--- src/rtl/abm_pkg.sv ---
// Package: abm_pkg
// Shared constants and types for the address-latched bank mapper.
// Assumes the command byte is the CPU address low byte:
// bits [7:4] hold the operation code and bits [3:0] the bank number.
package abm_pkg;
    localparam logic [15:0] REGION_SPLIT = 16'h9000;
    localparam logic [3:0]  OP_PRG_UP    = 4'hD;
    localparam logic [3:0]  OP_CHR_UP    = 4'hE;
    localparam logic [3:0]  OP_PRG_LOW   = 4'hB;
    localparam logic [3:0]  OP_CHR_LOW   = 4'h7;

    typedef enum logic [1:0] {
        CMD_NONE = 2'd0,
        CMD_PRG  = 2'd1,
        CMD_CHR  = 2'd2
    } cmd_kind_e;
endpackage

--- src/rtl/abm_cmd_decode.sv ---
// Module: abm_cmd_decode
// Turns a qualified CPU write into a one-cycle program or character load.
// The address region picks which operation codes are accepted.
// Assumes wr_qual already includes the A15 check.
module abm_cmd_decode
    import abm_pkg::*;
(
    input  logic        wr_qual,
    input  logic [15:0] cpu_addr,
    output logic        prg_load,
    output logic        chr_load,
    output logic [3:0]  bank_nib
);
    cmd_kind_e  kind;
    logic       upper;
    logic [3:0] op;

    // Classify the command by region and operation code.
    always_comb begin
        upper = (cpu_addr >= REGION_SPLIT);
        op    = cpu_addr[7:4];
        kind  = CMD_NONE;
        if (upper) begin
            case (op)
                OP_PRG_UP: kind = CMD_PRG;
                OP_CHR_UP: kind = CMD_CHR;
                default:   kind = CMD_NONE;
            endcase
        end else begin
            case (op)
                OP_PRG_LOW: kind = CMD_PRG;
                OP_CHR_LOW: kind = CMD_CHR;
                default:    kind = CMD_NONE;
            endcase
        end
    end

    // Gate the decoded kind with the qualified strobe.
    always_comb begin
        prg_load = wr_qual && (kind == CMD_PRG);
        chr_load = wr_qual && (kind == CMD_CHR);
        bank_nib = cpu_addr[3:0];
    end
endmodule

--- src/rtl/abm_prg_unit.sv ---
// Module: abm_prg_unit
// Holds the base page of the switchable upper 16 KB CPU window and
// translates CPU addresses into program-ROM addresses.
// Assumes PRG_PAGES is even and at least 4, so base+1 never wraps.
module abm_prg_unit #(
    parameter  int PRG_PAGES = 16,
    localparam int PW        = $clog2(PRG_PAGES)
) (
    input  logic           clk,
    input  logic           rst_n,
    input  logic           load,
    input  logic [3:0]     bank_nib,
    input  logic [14:0]    cpu_off,
    output logic [PW+12:0] prg_addr,
    output logic [PW-1:0]  hi_base
);
    localparam int SLOTS = 4;

    logic [PW-1:0] next_base;
    logic [PW-1:0] slot_page [SLOTS];

    // Wrap the doubled bank number into the program page range.
    always_comb next_base = PW'((32'(bank_nib) * 2) % PRG_PAGES);

    // Base register for slot 2; slot 3 follows it.
    always_ff @(posedge clk) begin
        if (!rst_n)
            hi_base <= PW'(PRG_PAGES - 2);
        else if (load)
            hi_base <= next_base;
    end

    // Per-slot page table: two fixed slots, two switchable slots.
    for (genvar s = 0; s < SLOTS; s++) begin : g_slot
        if (s < 2) begin : g_fixed
            assign slot_page[s] = PW'(s);
        end else begin : g_switch
            assign slot_page[s] = hi_base + PW'(s - 2);
        end
    end

    assign prg_addr = {slot_page[cpu_off[14:13]], cpu_off[12:0]};
endmodule

--- src/rtl/abm_chr_unit.sv ---
// Module: abm_chr_unit
// Holds the 8 KB-aligned character base and translates the video
// address through eight consecutive 1 KB slots.
// Assumes CHR_PAGES is a multiple of 8 and at least 8.
module abm_chr_unit #(
    parameter  int CHR_PAGES = 64,
    localparam int CW        = $clog2(CHR_PAGES)
) (
    input  logic           clk,
    input  logic           rst_n,
    input  logic           load,
    input  logic [3:0]     bank_nib,
    input  logic [12:0]    ppu_addr,
    output logic [CW+9:0]  chr_addr,
    output logic [CW-1:0]  base
);
    localparam int SLOTS = 8;

    logic [CW-1:0] next_base;
    logic [CW-1:0] slot_page [SLOTS];

    // Wrap eight times the bank number into the character page range.
    always_comb next_base = CW'((32'(bank_nib) * 8) % CHR_PAGES);

    // Character base register.
    always_ff @(posedge clk) begin
        if (!rst_n)
            base <= '0;
        else if (load)
            base <= next_base;
    end

    // Slot k maps to base plus k.
    for (genvar k = 0; k < SLOTS; k++) begin : g_slot
        assign slot_page[k] = base + CW'(k);
    end

    assign chr_addr = {slot_page[ppu_addr[12:10]], ppu_addr[9:0]};
endmodule

--- src/rtl/addr_latched_bank_mapper.sv ---
// Module: addr_latched_bank_mapper
// Top of the cartridge mapper. It qualifies CPU writes to the upper
// 32 KB, decodes the address low byte as a command, and drives the
// translated program and character ROM addresses.
// Assumes PRG_PAGES is even and >= 4, and CHR_PAGES is a multiple of 8.
// cpu_wdata is accepted only for pin compatibility and is not used.
module addr_latched_bank_mapper #(
    parameter  int PRG_PAGES = 16,
    parameter  int CHR_PAGES = 64,
    localparam int PW        = $clog2(PRG_PAGES),
    localparam int CW        = $clog2(CHR_PAGES)
) (
    input  logic           clk,
    input  logic           rst_n,
    input  logic           cpu_wr,
    input  logic [15:0]    cpu_addr,
    input  logic [7:0]     cpu_wdata,
    input  logic [12:0]    ppu_addr,
    output logic [PW+12:0] prg_addr,
    output logic [CW+9:0]  chr_addr
);
    logic          wr_qual;
    logic          prg_load;
    logic          chr_load;
    logic [3:0]    bank_nib;
    logic [PW-1:0] prg_hi_base;
    logic [CW-1:0] chr_base;
    logic          unused_data;

    // Only writes with A15 high reach the register window.
    assign wr_qual     = cpu_wr & cpu_addr[15];
    assign unused_data = ^cpu_wdata;

    abm_cmd_decode u_dec (
        .wr_qual  (wr_qual),
        .cpu_addr (cpu_addr),
        .prg_load (prg_load),
        .chr_load (chr_load),
        .bank_nib (bank_nib)
    );

    abm_prg_unit #(.PRG_PAGES(PRG_PAGES)) u_prg (
        .clk      (clk),
        .rst_n    (rst_n),
        .load     (prg_load),
        .bank_nib (bank_nib),
        .cpu_off  (cpu_addr[14:0]),
        .prg_addr (prg_addr),
        .hi_base  (prg_hi_base)
    );

    abm_chr_unit #(.CHR_PAGES(CHR_PAGES)) u_chr (
        .clk      (clk),
        .rst_n    (rst_n),
        .load     (chr_load),
        .bank_nib (bank_nib),
        .ppu_addr (ppu_addr),
        .chr_addr (chr_addr),
        .base     (chr_base)
    );
endmodule

--- config.mk ---
export PLATFORM = sky130hd
export DESIGN_NAME = addr_latched_bank_mapper
export DESIGN_NICKNAME = d
export VERILOG_FILES = /design/src/rtl/abm_pkg.sv /design/src/rtl/abm_cmd_decode.sv /design/src/rtl/abm_prg_unit.sv /design/src/rtl/abm_chr_unit.sv /design/src/rtl/addr_latched_bank_mapper.sv
export SDC_FILE = /design/constraint.sdc
export NUM_CORES = 1
export LEC_CHECK = 0
export BUFFER_PORTS_ARGS = -buffer_cell sky130_fd_sc_hd__buf_2
export CORE_MARGIN = 2
export CORE_UTILIZATION = 34
export DETAILED_ROUTE_END_ITERATION = 8
export PLACE_DENSITY = 0.79
export SLEW_MARGIN = 5
export SYNTH_ARGS = -nofsm -noshare
export SYNTH_HDL_FRONTEND = slang
export SYNTH_HIERARCHICAL = 1
export SYNTH_SLANG_ARGS = --single-unit
--- constraint.sdc ---
create_clock -name clk -period 2.2 [get_ports clk]
set_input_delay 0.44 -clock clk [delete_from_list [all_inputs] [get_ports clk]]
set_output_delay 0.44 -clock clk [all_outputs]
set_load 0.1 [all_outputs]
==> metrics.json, run 1 <==
{
  "ctsHoldBuffers": {"value": 0},
  "critical-path-top-cell-by-count": {"value": "buf_2"},
  "timing.final.setup_violations": {"value": 0},
  "global_route_wire_length_before_repair": {"value": 1520, "unit": "um"},
  "worstPathBufferInverterCount": {"value": 2},
  "rsz0062_at_grt": {"value": "no"},
  "placed_area": {"value": 468, "unit": "sq um"},
  "gp_routability_congestion": {"value": 0.628},
  "clock_insertion_delay_at_the_later_pin_of_the_skew_report": {"value": 240, "unit": "ps"},
  "grt_max_degree": {"value": 7},
  "hold_class": {"value": "input port to flop"},
  "setup_total_negative_slack": {"value": 0, "unit": "ps"},
  "design.final.nets": {"value": 105},
  "cap_viol_max_count": {"value": 0},
  "drt_pass1_iterations": {"value": 3},
  "cts_tree": {"value": "built"},
  "detail_route.vias_per_cell": {"value": 4.56},
  "antenna_cells": {"value": 0},
  "postRouteWirelength": {"value": 1010, "unit": "um"},
  "grt_antenna_before_repair": {"value": 0},
  "total_number_of_vias": {"value": 360},
  "timing.final.max_slew_violations": {"value": 0},
  "fraction_of_final_layout_cells_sized_beyond_drive_strength_1": {"value": 52.4, "unit": "%"},
  "worstPathMaxFanout": {"value": 5},
  "synthesis.area": {"value": 556, "unit": "sq um"},
  "synthCells": {"value": 65},
  "timing.critical_path.from_type": {"value": "input port"},
  "finalClockSkew": {"value": 0, "unit": "ps"},
  "cts_setup_buffers": {"value": 0},
  "core_occupancy_in_the_finished_layout": {"value": 32.2, "unit": "%"},
  "worst_ir_drop_vdd": {"value": 0.268, "unit": "mV"},
  "cts-root-to-sink-buffers": {"value": 2},
  "syn-num-nets": {"value": 105},
  "synth_warnings": {"value": 6},
  "met3_demand_to_capacity_share_in_global_routing": {"value": 2.04, "unit": "%"},
  "port-buffer-count": {"value": 28},
  "grt_pass1_vias": {"value": 350},
  "syn_area_per_cell": {"value": 8.55, "unit": "sq um"},
  "power.density": {"value": 700, "unit": "mW/mm^2"},
  "ctsResizeCount": {"value": 0},
  "path_delay_family": {"value": "buffers and inverters"},
  "cts_num_sinks": {"value": 6},
  "htree_levels": {"value": 1},
  "clk_transition_reported_paths": {"value": 40, "unit": "ps"},
  "dieWidth": {"value": 44.4, "unit": "um"},
  "routed_wire_length_per_instance": {"value": 12.7, "unit": "um"},
  "rrSetupSlack": {"value": 1590, "unit": "ps"},
  "critical-path-max-stage-delay": {"value": 410, "unit": "ps"},
  "worstMarginPinSlew": {"value": 490, "unit": "ps"},
  "die_area": {"value": 0.00197, "unit": "sq mm"},
  "clock_root_buffer_master": {"value": "clkbuf_4"},
  "core_region_area": {"value": 0.00152, "unit": "sq mm"},
  "status": {"value": "finished, final reports clean"},
  "slowest_stage": {"value": "buf_2"},
  "worst_slew_margin_relative_to_its_limit": {"value": 67.6, "unit": "%"},
  "rows": {"value": 14},
  "achievable-frequency": {"value": 650, "unit": "MHz"},
  "initial_core_util": {"value": 36.5, "unit": "%"},
  "global_route.overflow_total": {"value": 0},
  "worst_ep_required_time": {"value": 1760, "unit": "ps"},
  "cellLeakagePower": {"value": 0.217, "unit": "nW"},
  "detailedRoute.firstIterationViolations": {"value": 1},
  "crit_path_cell_trace": {"value": "buf_2 -> and2_1 -> buf_2"},
  "gr-usage-met2": {"value": 18.2, "unit": "%"},
  "finalHoldViolCount": {"value": 0},
  "layout_min_cycle_time": {"value": 1540, "unit": "ps"},
  "critical_path_class": {"value": "input port to output pin"},
  "cts-buffers-inserted": {"value": 3},
  "floorplan.die.height": {"value": 44.4, "unit": "um"},
  "most_heavily_used_metal_layer_in_global_routing": {"value": "met2"},
  "arrival": {"value": 1100, "unit": "ps"},
  "hpwl": {"value": 855, "unit": "um"},
  "antenna_violating_nets_post_route": {"value": 0},
  "final_area": {"value": 490, "unit": "sq um"},
  "final.period_utilization": {"value": 69.9, "unit": "%"},
  "gr-usage-all-layers": {"value": 10.6, "unit": "%"},
  "critical_path.endpoint_type": {"value": "output pin"},
  "area_delta_synth_final": {"value": -11.7, "unit": "%"},
  "ioPinCount": {"value": 73},
  "gr-usage-met1": {"value": 9.93, "unit": "%"},
  "drc_errors": {"value": 0}
}
final cells by class:
cell class	count	area (sq um)
Sequential cell	6	120
Clock buffer	3	22.5
Multi-Input combinational cell	26	188
Fill cell	159	1030
Tap cell	16	20.0
Timing Repair Buffer	28	140
metrics by stage:
step | hold slack (ps) | setup slack, ps | total power [mW] | std cells
2_1_floorplan | 431 | 583 | 0.387 | 65
6_report | 412 | 662 | 0.343 | 79
4_1_cts | 398 | 647 | 0.351 | 79
3_3_place_gp | 458 | 479 | 0.246 | 76
5_1_grt | 407 | 603 | 0.359 | 79
3_5_place_dp | 466 | 434 | 0.247 | 76
state kept, by name (all words and copies together), names as in the netlist:
name	count
u_chr/base	3
u_prg/hi_base	3
worst paths after layout:
path | start | endpoint | cells past startpoint
setup / recovery | cpu_addr[14] | prg_addr[14] | 3
hold / removal | rst_n | u_prg/hi_base[1] | 2
setup reg to reg | u_chr/base[5] | u_chr/base[5] | 2
hold reg to reg | u_prg/hi_base[2] | u_prg/hi_base[2] | 2
power breakdown:
part | switching, mW | total [mW] | internal [mW]
Clock | 0.0372 | 0.0987 | 0.0615
Sequential | 0.000387 | 0.110 | 0.110
Combinational | 0.110 | 0.134 | 0.0246
placed cells by master (no fill, tap or decap):
cell type,n
buf_2,28
mux2i_1,6
dfxtp_1,6
and2_1,4
nand3b_1,4
clkbuf_4,3
nor2b_1,3
nand2_1,3
nand3_1,2
a21oi_1,2
o31ai_2,1
o31a_2,1
routing by layer:
layer / vias up / part of all wire (%) / routed length (um)
met2: 19 / 53 / 537
li1: 176 / - / -
met3: 14 / 9.3 / 93
met5: - / 0 / 0
met4: 0 / 3.9 / 39
met1: 151 / 33 / 333
Power figures use the tool's default switching activity.
==> inputs of run 2 (changes only) <==
--- a/config.mk
+++ b/config.mk
@@ -7,9 +7,9 @@
 export LEC_CHECK = 0
 export BUFFER_PORTS_ARGS = -buffer_cell sky130_fd_sc_hd__buf_2
 export CORE_MARGIN = 2
-export CORE_UTILIZATION = 34
+export CORE_UTILIZATION = 29
 export DETAILED_ROUTE_END_ITERATION = 8
-export PLACE_DENSITY = 0.79
+export PLACE_DENSITY = 0.72
 export SLEW_MARGIN = 5
 export SYNTH_ARGS = -nofsm -noshare
 export SYNTH_HDL_FRONTEND = slang
==> constraint.sdc (replaced) <==
create_clock -name clk -period 1.4 [get_ports clk]
set_input_delay 0.28 -clock clk [delete_from_list [all_inputs] [get_ports clk]]
set_output_delay 0.28 -clock clk [all_outputs]
set_load 0.1 [all_outputs]
==> run 2 against run 1 <==
Via count increased by 9.7%. Register-to-register slack got worse by 850 ps. Clock-buffer cell count unchanged. Die area increased by 16%. Critical path depth increased by 4. Final cell count increased by 18%. Non-clock buffer count increased by 5. Critical path type is now input port to flop. Critical endpoint is now u_chr/base[4].
==> metrics.json, run 2 (synthesis gave the netlist of run 1 again) <==
{
  "startpoint": {"value": "cpu_addr[14]"},
  "total_number_of_vias": {"value": 395, "change": "+9.7%"},
  "placed_area": {"value": 697, "unit": "sq um", "change": "+49%"},
  "finalHoldViolCount": {"value": 0, "change": "unchanged"},
  "power.density": {"value": 868, "unit": "mW/mm^2", "change": "+24%"},
  "worstPathMaxFanout": {"value": 3, "change": "-2"},
  "finalClockSkew": {"value": 0, "unit": "ps", "change": "unchanged"},
  "clk_transition_reported_paths": {"value": 50, "unit": "ps", "change": "about the same"},
  "cts_num_sinks": {"value": 6, "change": "unchanged"},
  "crit_path_cell_trace": {"value": "buf_2 -> o31ai_2 -> nand3b_1 -> a21oi_1 -> buf_4 -> mux2i_1 -> nor2b_1"},
  "ctsResizeCount": {"value": 0, "change": "unchanged"},
  "mostFrequentLayoutCells": {"value": "16 x buf_2, 12 x buf_12, 6 x mux2i_1, 6 x dfxtp_1, 5 x buf_4"},
  "smallest_hold_slack": {"value": 252, "unit": "ps", "change": "-160 ps"},
  "arrival": {"value": 1410, "unit": "ps", "change": "+310 ps"},
  "grt_max_degree": {"value": 7, "change": "unchanged"},
  "achievable-frequency": {"value": 777, "unit": "MHz"},
  "reg2reg_from": {"value": "u_chr/base[4]"},
  "critical-path-max-stage-delay": {"value": 290, "unit": "ps", "change": "-120 ps"},
  "antenna_cells": {"value": 0, "change": "unchanged"},
  "final.period_utilization": {"value": 91.9, "unit": "%"},
  "die_area": {"value": 0.00228, "unit": "sq mm", "change": "+16%"},
  "drc_errors": {"value": 0, "change": "unchanged"},
  "routed_wire_length_per_instance": {"value": 12.2, "unit": "um", "change": "-4.4%"},
  "layout_top_registers": {"value": "u_chr/base x3, u_prg/hi_base x3"},
  "critical_path_class": {"value": "input port to flop"},
  "worst_reg_to_reg_path_cell_count": {"value": 2, "change": "unchanged"},
  "rrSetupSlack": {"value": 740, "unit": "ps", "change": "-850 ps"},
  "layout_min_cycle_time": {"value": 1290, "unit": "ps"},
  "detail_route.vias_per_cell": {"value": 4.25, "change": "-6.8%"},
  "layout_commonest_cell": {"value": "buf_2"},
  "grt_pass1_vias": {"value": 420, "change": "+20%"},
  "post_layout_nonfiller_instances": {"value": 93, "change": "+18%"},
  "dieWidth": {"value": 47.8, "unit": "um", "change": "+7.5%"},
  "grt_antenna_before_repair": {"value": 0, "change": "unchanged"},
  "hold_class": {"value": "input port to flop"},
  "hpwl": {"value": 960, "unit": "um", "change": "+12%"},
  "timing.critical_path.from_type": {"value": "input port"},
  "timing.critical_path.depth": {"value": 7, "change": "+4"},
  "timing.final.setup_violations": {"value": 0, "change": "unchanged"},
  "port-buffer-count": {"value": 28, "change": "unchanged"},
  "initial_core_util": {"value": 31.5, "unit": "%", "change": "-5.0 points"},
  "worst_slew_margin_relative_to_its_limit": {"value": 67.6, "unit": "%", "change": "about the same"},
  "gp_routability_congestion": {"value": 0.646, "change": "+2.9%"},
  "crit-reg2reg-capture": {"value": "u_chr/base[4]"},
  "rows": {"value": 15, "change": "+1"},
  "global_route_wire_length_before_repair": {"value": 1760, "unit": "um", "change": "+15%"},
  "htree_levels": {"value": 1, "change": "unchanged"},
  "cts-root-to-sink-buffers": {"value": 2, "change": "unchanged"},
  "timing.final.max_slew_violations": {"value": 0, "change": "unchanged"},
  "placed_cells": {"value": 90, "change": "+18%"},
  "rsz0062_at_grt": {"value": "no"},
  "clock_root_buffer_master": {"value": "clkbuf_4"},
  "antenna_violating_nets_post_route": {"value": 0, "change": "unchanged"},
  "critical_path.endpoint_type": {"value": "flop"},
  "cts-buffers-inserted": {"value": 3, "change": "unchanged"},
  "ioPinCount": {"value": 73, "change": "unchanged"},
  "finalPower": {"value": 0.625, "unit": "mW", "change": "+82%"},
  "clock_insertion_delay_at_the_later_pin_of_the_skew_report": {"value": 240, "unit": "ps", "change": "about the same"},
  "worst_ep_required_time": {"value": 1530, "unit": "ps", "change": "-230 ps"},
  "worst_setup_path_endpoint": {"value": "u_chr/base[4]"},
  "worstMarginPinSlew": {"value": 489, "unit": "ps", "change": "-0.668 ps"},
  "cap_viol_max_count": {"value": 0, "change": "unchanged"},
  "worst_ir_drop_vdd": {"value": 0.379, "unit": "mV", "change": "+42%"},
  "floorplan.die.height": {"value": 47.8, "unit": "um", "change": "+7.5%"},
  "core_region_area": {"value": 0.00176, "unit": "sq mm", "change": "+16%"},
  "cts_setup_buffers": {"value": 0, "change": "unchanged"},
  "slowest_stage": {"value": "o31ai_2"},
  "fraction_of_final_layout_cells_sized_beyond_drive_strength_1": {"value": 55.9, "unit": "%", "change": "+3.5 points"},
  "worstPathBufferInverterCount": {"value": 2, "change": "unchanged"},
  "gr-usage-all-layers": {"value": 11.4, "unit": "%", "change": "+0.79 points"},
  "cellLeakagePower": {"value": 0.307, "unit": "nW", "change": "+42%"},
  "global_route.overflow_total": {"value": 0, "change": "unchanged"},
  "path_delay_family": {"value": "compound AO/OA/AOI/OAI gates"},
  "ctsHoldBuffers": {"value": 0, "change": "unchanged"},
  "cts_tree": {"value": "built"},
  "final_area": {"value": 719, "unit": "sq um", "change": "+47%"},
  "design.final.nets": {"value": 110, "change": "+4.8%"},
  "status": {"value": "finished, final reports clean"},
  "drt_pass1_iterations": {"value": 4, "change": "+1"},
  "detailedRoute.firstIterationViolations": {"value": 3, "change": "+2"},
  "core_occupancy_in_the_finished_layout": {"value": 40.8, "unit": "%", "change": "+8.6 points"},
  "postRouteWirelength": {"value": 1130, "unit": "um", "change": "+13%"},
  "area_delta_synth_final": {"value": 29.5, "unit": "%"}
}
run 2: power breakdown:
part / internal [mW] / switching [mW] / total (mW)
Combinational: 0.103 / 0.186 / 0.289
Sequential: 0.173 / 0.000590 / 0.173
Clock: 0.0972 / 0.0658 / 0.163
Total: 0.372 / 0.252 / 0.625
run 2: worst min-delay path by stage:
stage	from	endpoint	cells after the start
after global routing	rst_n	u_prg/hi_base[1]	2
after detailed placement	u_prg/hi_base[2]	u_prg/hi_base[2]	2
final	rst_n	u_prg/hi_base[3]	2
after CTS	rst_n	u_prg/hi_base[1]	2
after global placement	u_prg/hi_base[2]	u_prg/hi_base[2]	2
after floorplan	rst_n	u_prg/hi_base[1]	1
run 2: layout make-up:
class | instances | area [sq um]
flip-flops and latches | 6 | 120
repair buffers | 33 | 358
fillers | 194 | 1040
clock buffers | 3 | 22.5
multi-input cells | 26 | 188
well taps | 25 | 31.3
run 2: per-layer routing:
| metal | vias to the layer above | share of wire, % | routed length, um | track usage, % |
|---|---|---|---|---|
| li1 | 187 | - | - | - |
| met1 | 182 | 33 | 370 | 10.4 |
| met2 | 24 | 52 | 589 | 20.5 |
| met3 | 2 | 14 | 160 | 3.77 |
| met4 | 0 | 0.88 | 10 | 8.65 |
| met5 | - | 0 | 0 | 0 |
run 2: per-stage QoR:
| stage | setup TNS [ps] | setup WS, ps |
|---|---|---|
| 2_1_floorplan | 0 | 76.6 |
| 3_3_place_gp | -295 | -61.5 |
| 3_5_place_dp | -429 | -91.2 |
| 4_1_cts | 0 | 99.2 |
| 5_1_grt | 0 | 30.7 |
| 6_report | 0 | 114 |
